## src/rtl/blink_glyph_pkg.sv

```systemverilog
package blink_glyph_pkg;

    typedef logic [7:0] seg_byte_t;

    // Hex glyph in a..g order (bit 6 = a, bit 0 = g)
    function automatic logic [6:0] hex_glyph(input logic [3:0] nib);
        logic [6:0] g;
        case (nib)
            4'h0: g = 7'b1111110;
            4'h1: g = 7'b0110000;
            4'h2: g = 7'b1101101;
            4'h3: g = 7'b1111001;
            4'h4: g = 7'b0110011;
            4'h5: g = 7'b1011011;
            4'h6: g = 7'b1011111;
            4'h7: g = 7'b1110000;
            4'h8: g = 7'b1111111;
            4'h9: g = 7'b1111011;
            4'hA: g = 7'b1110111;
            4'hB: g = 7'b0011111;
            4'hC: g = 7'b1001110;
            4'hD: g = 7'b0111101;
            4'hE: g = 7'b1001111;
            default: g = 7'b1000111;
        endcase
        return g;
    endfunction

endpackage

```

## src/rtl/blink_timebase.sv

```systemverilog
module blink_timebase #(
    parameter int SLOW_HALF = 4000000,
    parameter int FAST_HALF = 2000000
) (
    input  logic clk,
    input  logic rst_n,
    input  logic tick,
    input  logic sync,
    input  logic fast,
    output logic phase
);
    localparam int MAX_HALF = (SLOW_HALF > FAST_HALF) ? SLOW_HALF : FAST_HALF;
    localparam int CNT_W = $clog2(MAX_HALF + 1);
    localparam logic [CNT_W-1:0] SLOW_L = CNT_W'(SLOW_HALF);
    localparam logic [CNT_W-1:0] FAST_L = CNT_W'(FAST_HALF);

    typedef struct packed {
        logic [CNT_W-1:0] cnt;
        logic [CNT_W-1:0] lim;
        logic             ph;
    } tb_state_t;

    tb_state_t st_d, st_q;
    logic [CNT_W-1:0] rate_sel;

    always_comb begin
        st_d     = st_q;
        rate_sel = fast ? FAST_L : SLOW_L;
        if (sync) begin
            st_d.cnt = '0;
            st_d.ph  = 1'b0;
            st_d.lim = rate_sel;
        end else if (tick) begin
            if (st_q.cnt == st_q.lim - CNT_W'(1)) begin
                st_d.cnt = '0;
                st_d.ph  = ~st_q.ph;
                st_d.lim = rate_sel;
            end else begin
                st_d.cnt = st_q.cnt + CNT_W'(1);
            end
        end
    end

    always_ff @(posedge clk) begin
        if (!rst_n) begin
            st_q.cnt <= '0;
            st_q.lim <= SLOW_L;
            st_q.ph  <= 1'b0;
        end else begin
            st_q <= st_d;
        end
    end

    assign phase = st_q.ph;

    // count never reaches the active half-period length
    a_r4_cnt_below_limit: assert property (@(posedge clk) disable iff (!rst_n)
        st_q.cnt < st_q.lim);

    // phase only moves on a tick or a sync
    a_r4_phase_needs_tick: assert property (@(posedge clk) disable iff (!rst_n)
        (!tick && !sync) |=> $stable(st_q.ph));

    // half-period length is held while a half-period is in progress
    a_r5_limit_held_midway: assert property (@(posedge clk) disable iff (!rst_n)
        (!sync && st_q.cnt != st_q.lim - CNT_W'(1)) |=> $stable(st_q.lim));

    // sync restarts at phase 0
    a_r6_sync_zero_phase: assert property (@(posedge clk) disable iff (!rst_n)
        sync |=> (st_q.ph == 1'b0 && st_q.cnt == '0));

endmodule

```

## src/rtl/plane_select.sv

```systemverilog
module plane_select
    import blink_glyph_pkg::*;
(
    input  logic      blink_en,
    input  logic      phase,
    input  seg_byte_t p0_byte,
    input  seg_byte_t p1_byte,
    output seg_byte_t shown_byte
);
    always_comb begin
        shown_byte = (blink_en && phase) ? p1_byte : p0_byte;
    end
endmodule

```

## src/rtl/glyph_decoder.sv

```systemverilog
module glyph_decoder
    import blink_glyph_pkg::*;
(
    input  seg_byte_t raw_byte,
    input  logic      dec_on,
    output seg_byte_t seg_vec
);
    always_comb begin
        if (dec_on) begin
            seg_vec = {raw_byte[7], hex_glyph(raw_byte[3:0])};
        end else begin
            seg_vec = raw_byte;
        end
    end
endmodule

```

## src/rtl/blink_glyph_unit.sv

```systemverilog
module blink_glyph_unit
    import blink_glyph_pkg::*;
#(
    parameter int NUM_DIGITS = 8,
    parameter int SLOW_HALF  = 4000000,
    parameter int FAST_HALF  = 2000000,
    localparam int IDX_W     = (NUM_DIGITS > 1) ? $clog2(NUM_DIGITS) : 1
) (
    input  logic                  clk,
    input  logic                  rst_n,
    input  logic                  mux_tick,
    input  logic                  blink_sync,
    input  logic                  blink_en,
    input  logic                  blink_fast,
    input  logic [IDX_W-1:0]      digit_idx,
    input  logic [7:0]            plane0_byte,
    input  logic [7:0]            plane1_byte,
    input  logic [NUM_DIGITS-1:0] decode_mask,
    output logic [7:0]            seg_out,
    output logic                  blink_phase
);
    typedef struct packed {
        seg_byte_t seg;
    } out_state_t;

    out_state_t o_d, o_q;
    logic       phase_w;
    logic       dec_bit;
    seg_byte_t  sel_byte;
    seg_byte_t  glyph_w;

    blink_timebase #(
        .SLOW_HALF(SLOW_HALF),
        .FAST_HALF(FAST_HALF)
    ) u_timebase (
        .clk  (clk),
        .rst_n(rst_n),
        .tick (mux_tick),
        .sync (blink_sync),
        .fast (blink_fast),
        .phase(phase_w)
    );

    plane_select u_sel (
        .blink_en  (blink_en),
        .phase     (phase_w),
        .p0_byte   (plane0_byte),
        .p1_byte   (plane1_byte),
        .shown_byte(sel_byte)
    );

    always_comb begin
        dec_bit = decode_mask[digit_idx];
    end

    glyph_decoder u_dec (
        .raw_byte(sel_byte),
        .dec_on  (dec_bit),
        .seg_vec (glyph_w)
    );

    always_comb begin
        o_d     = o_q;
        o_d.seg = glyph_w;
    end

    always_ff @(posedge clk) begin
        if (!rst_n) begin
            o_q.seg <= '0;
        end else begin
            o_q <= o_d;
        end
    end

    assign seg_out     = o_q.seg;
    assign blink_phase = phase_w;

    // blink disabled, raw digit shows plane 0 one edge later
    a_r2_plane0_when_off: assert property (@(posedge clk) disable iff (!rst_n)
        (!blink_en && !dec_bit) |=> seg_out == $past(plane0_byte));

    // blink enabled in phase 1, raw digit shows plane 1 one edge later
    a_r3_plane1_in_phase1: assert property (@(posedge clk) disable iff (!rst_n)
        (blink_en && blink_phase && !dec_bit) |=> seg_out == $past(plane1_byte));

    // decimal point follows bit 7 of the chosen byte when decoding
    a_r7_dp_follows_bit7: assert property (@(posedge clk) disable iff (!rst_n)
        dec_bit |=> seg_out[7] == $past(sel_byte[7]));

endmodule

```

## config.mk

```make
export PLATFORM = sky130hd
export DESIGN_NAME = blink_glyph_unit
export DESIGN_NICKNAME = d
export VERILOG_FILES = /design/src/rtl/blink_glyph_pkg.sv /design/src/rtl/blink_timebase.sv /design/src/rtl/plane_select.sv /design/src/rtl/glyph_decoder.sv /design/src/rtl/blink_glyph_unit.sv
export SDC_FILE = /design/constraint.sdc
export NUM_CORES = 1
export LEC_CHECK = 0
export ABC_AREA = 0
export BUFFER_PORTS_ARGS = -buffer_cell sky130_fd_sc_hd__buf_2
export CAP_MARGIN = 20
export CORE_MARGIN = 2
export CORE_UTILIZATION = 40
export DETAILED_ROUTE_END_ITERATION = 10
export PLACE_DENSITY_LB_ADDON = 0.12
export SETUP_SLACK_MARGIN = 0.05
export SYNTH_ARGS = -nofsm -noshare
export SYNTH_HDL_FRONTEND = slang
export SYNTH_SLANG_ARGS = --single-unit
export TNS_END_PERCENT = 5
```

## constraint.sdc

```tcl
create_clock -name clk -period 6.3 [get_ports clk]
set_input_delay 0.63 -clock clk [delete_from_list [all_inputs] [get_ports clk]]
set_output_delay 0.63 -clock clk [all_outputs]
set_load 0.01 [all_outputs]
```

==> flow_summary.ini <==
[outcome]
status = complete, no violations

[cells_and_area]
syn_to_final_growth_pct = 19.3
register_area_um2 = 681
multiInputGateArea_um2 = 1380
fillers = 496
n_antenna_cell = 0
layout-drive-gt1-share_pct = 23.4
final_common_cell = buf_2
fin_cells = 348
most-common-layout-cells = buf_2, dfxtp_1, nor2_1, nand2_1, xnor2_1
nets = 323

[power]
p_total_uw = 538
p_per_area_nw_per_um2 = 214
switchingPower_uw = 117
seqPwrFrac_pct = 41.6
combPwrFrac_pct = 12.0
p_int_uw = 421
ir_drop_mv = 0.140
switching_share_pct = 21.7
pwr-share-clk_pct = 46.4
power.leakage_nw = 1.05

[global_routing]
grt.total_usage_pct = 16.0
grt_max_degree = 23
overflow = 0
use_met3_pct = 3.53
use_met2_pct = 23.9
grt_pass1_vias = 1669
met1_usage_pct = 23.2
grt_pass1_wl_um = 7670
grt.busiest_layer = met2
antenna_found_initial = 0

[synthesis]
synth-seq-area-share_pct = 32.2
synth_top_area_share_pct = 32.2
synth_enable_flop_cells = 0
yosysUniqueCellTypes = 51
synthTopCellsByArea = dfxtp_1, ha_1, xnor2_1
yosys_warnings = 0
ys_seq_elements = 34
synth_top_flop_cell = dfxtp_1
syn_area_um2 = 2110
async_reset_ff_share_pct = 0
syn_nets = 281
synthCells = 235
yosysTopAreaCell = dfxtp_1
syn_area_per_cell_um2 = 8.99

[setup_path]
cp-start-kind = flop
timing.critical_path.slowest_cell_delay_ns = 0.79
crit_start = u_timebase.st_q[18]
cp_slowest_cell = o21bai_2
r2r_cells = 7
cp_num_buf_inv = 1
path_cells = inv_1 > ha_1 > xnor2_1 > nor3_1 > nand4_2 > o21bai_2 > nor2_1
path_delay_family = compound AO/OA/AOI/OAI gates
cp.depth = 7
crit_arrival_ns = 2.71
critPathRequiredTime_ns = 6.42
rrSetupSlack_ns = 3.71
r2r-end = u_timebase.st_q[40]
critical_path_peak_fanout = 22
timing.rr.start = u_timebase.st_q[18]
end_kind = flop
critPathKind = flop to flop

[min_path]
min_to = u_timebase.st_q[24]
min_from = u_timebase.st_q[24]
hold_depth = 2
hold_class = flop to flop

[run]
cap_violations = 0

[placement]
dp_hpwl_um = 3350
portBuffers = 41
place.gp.congestion = 0.801
dpl.cell_count = 340

[clocking]
ctsResizeCount = 0
cts_buffer_depth = 2
postCtsSetupBuffers = 0
cts_root_buf = clkbuf_8
htreeDepth = 2
cts_hold_buf = 0
clock_sinks = 34
tritoncts = done
cts_made_buffers = 5
path_clk_slew_ns = 0.07
clk_latency_ns = 0.28

[detailed_routing]
detail_route.first_pass.iterations = 4
routed_wl_um = 4480
vias = 1786
drt-wirelength-per-cell_um = 12.9
drt_iter0_drc = 64
final_antenna_net_count = 0
drt-vias-per-instance = 5.13
drc_errors = 0

[die]
start_util_pct = 41.4
fp.dieH_um = 76.7
fp.coreArea_um2 = 5110
rows = 26
ios = 42
dieArea_um2 = 5880
fp.dieW_um = 76.7

[timing]
finalCriticalPeriod_ns = 2.59
fmax_mhz = 387
final-hold-violation-count = 0
tightest_slew_ns = 1.00
relSlewSlack_pct = 31.1
rsz0062_at_grt = false
min_period_over_period_pct = 41.1
maxSlewViolCount = 0
finalSetupTns_ns = 0
setup_violations = 0
skew_ns = 0.0113
-- worst max path at each step --
stage,endpoint,slack [ns]
2_1_floorplan,seg_out[5],4.11
3_3_place_gp,seg_out[5],3.65
3_5_place_dp,seg_out[5],3.63
4_1_cts,u_timebase.st_q[25],3.68
5_1_grt,u_timebase.st_q[40],3.45
6_report,u_timebase.st_q[40],3.71
-- state kept, by name, indices dropped and copies added (netlist names) --
| name | cells |
|---|---|
| u_timebase.st_q | 25 |
| seg_out | 8 |
| u_timebase.phase | 1 |
-- layout make-up --
| class | count | area share [%] |
|---|---|---|
| clock buffer | 6 | 3.28 |
| clock inverter | 2 | 2.38 |
| inverter | 6 | 0.894 |
| multi-input combinational | 189 | 54.8 |
| sequential | 34 | 27.0 |
| tap | 70 | 3.48 |
| timing repair buffer | 41 | 8.15 |
-- routing by layer --
layer  share of wire, %  up-vias
met5                  0        -
met2                 45       27
met3                2.7        2
li1                   -      919
met4               0.56        0
met1                 52      838
-- power by group through the flow --
stage          Combinational [mW]  Sequential [mW]  Clock (mW)
2_1_floorplan              0.0398            0.231           0
3_3_place_gp               0.0645            0.229           0
3_5_place_dp               0.0649            0.229           0
4_1_cts                    0.0653            0.224       0.257
5_1_grt                    0.0724            0.225       0.266
6_report                   0.0645            0.224       0.249
-- metrics by stage --
step	hold slack, ns	instance area [µm²]	setup slack [ns]	utilization [%]
final	0.512	2520	3.71	49.3
after global routing	0.562	2520	3.45	49.3
after CTS	0.514	2520	3.68	49.3
after detailed placement	0.502	2380	3.63	46.5
after global placement	0.501	2380	3.65	46.5
after floorplan	0.477	2110	4.11	-
-- cell usage after synthesis (2+ instances only) --
cell type	count
mux2_2	3
a21boi_0	3
nor3_1	6
o211a_1	3
buf_2	5
and4_1	3
or3b_1	2
nand2b_1	6
o311a_1	2
nor2b_1	3
mux2i_1	9
ha_1	13
o221ai_1	2
xor2_1	11
a21oi_1	3
nand4_1	6
inv_1	6
o21ai_0	5
dfxtp_1	34
or3_1	2
mux4_2	2
and3_1	4
and2_1	2
nand3_1	12
xnor2_1	14
nor3b_1	2
nor2_1	26
nand3b_1	2
nand2_1	22
-- worst reg2reg max path, cell delays in order (launching register included) --
cell and delay [ns]:
dfxtp_1 0.46, inv_1 0.13, ha_1 0.33, xnor2_1 0.13, nor3_1 0.25, nand4_2 0.23, o21bai_2 0.79, nor2_1 0.12
-- kinds of logic (layout without fill, tap and decap cells) --
kind of cell,Yosys count,in the layout,share of synthesized area [%]
muxes,15,15,8.71
adders and majority gates,13,13,7.70
AOI/OAI and AO/OA,29,29,11.8
buffers and inverters,12,55,2.43
and+or+nand+nor,107,107,26.8
DFF,34,34,32.2
xor gates and xnor gates,25,25,10.4
(Power assumes the default switching activity.)
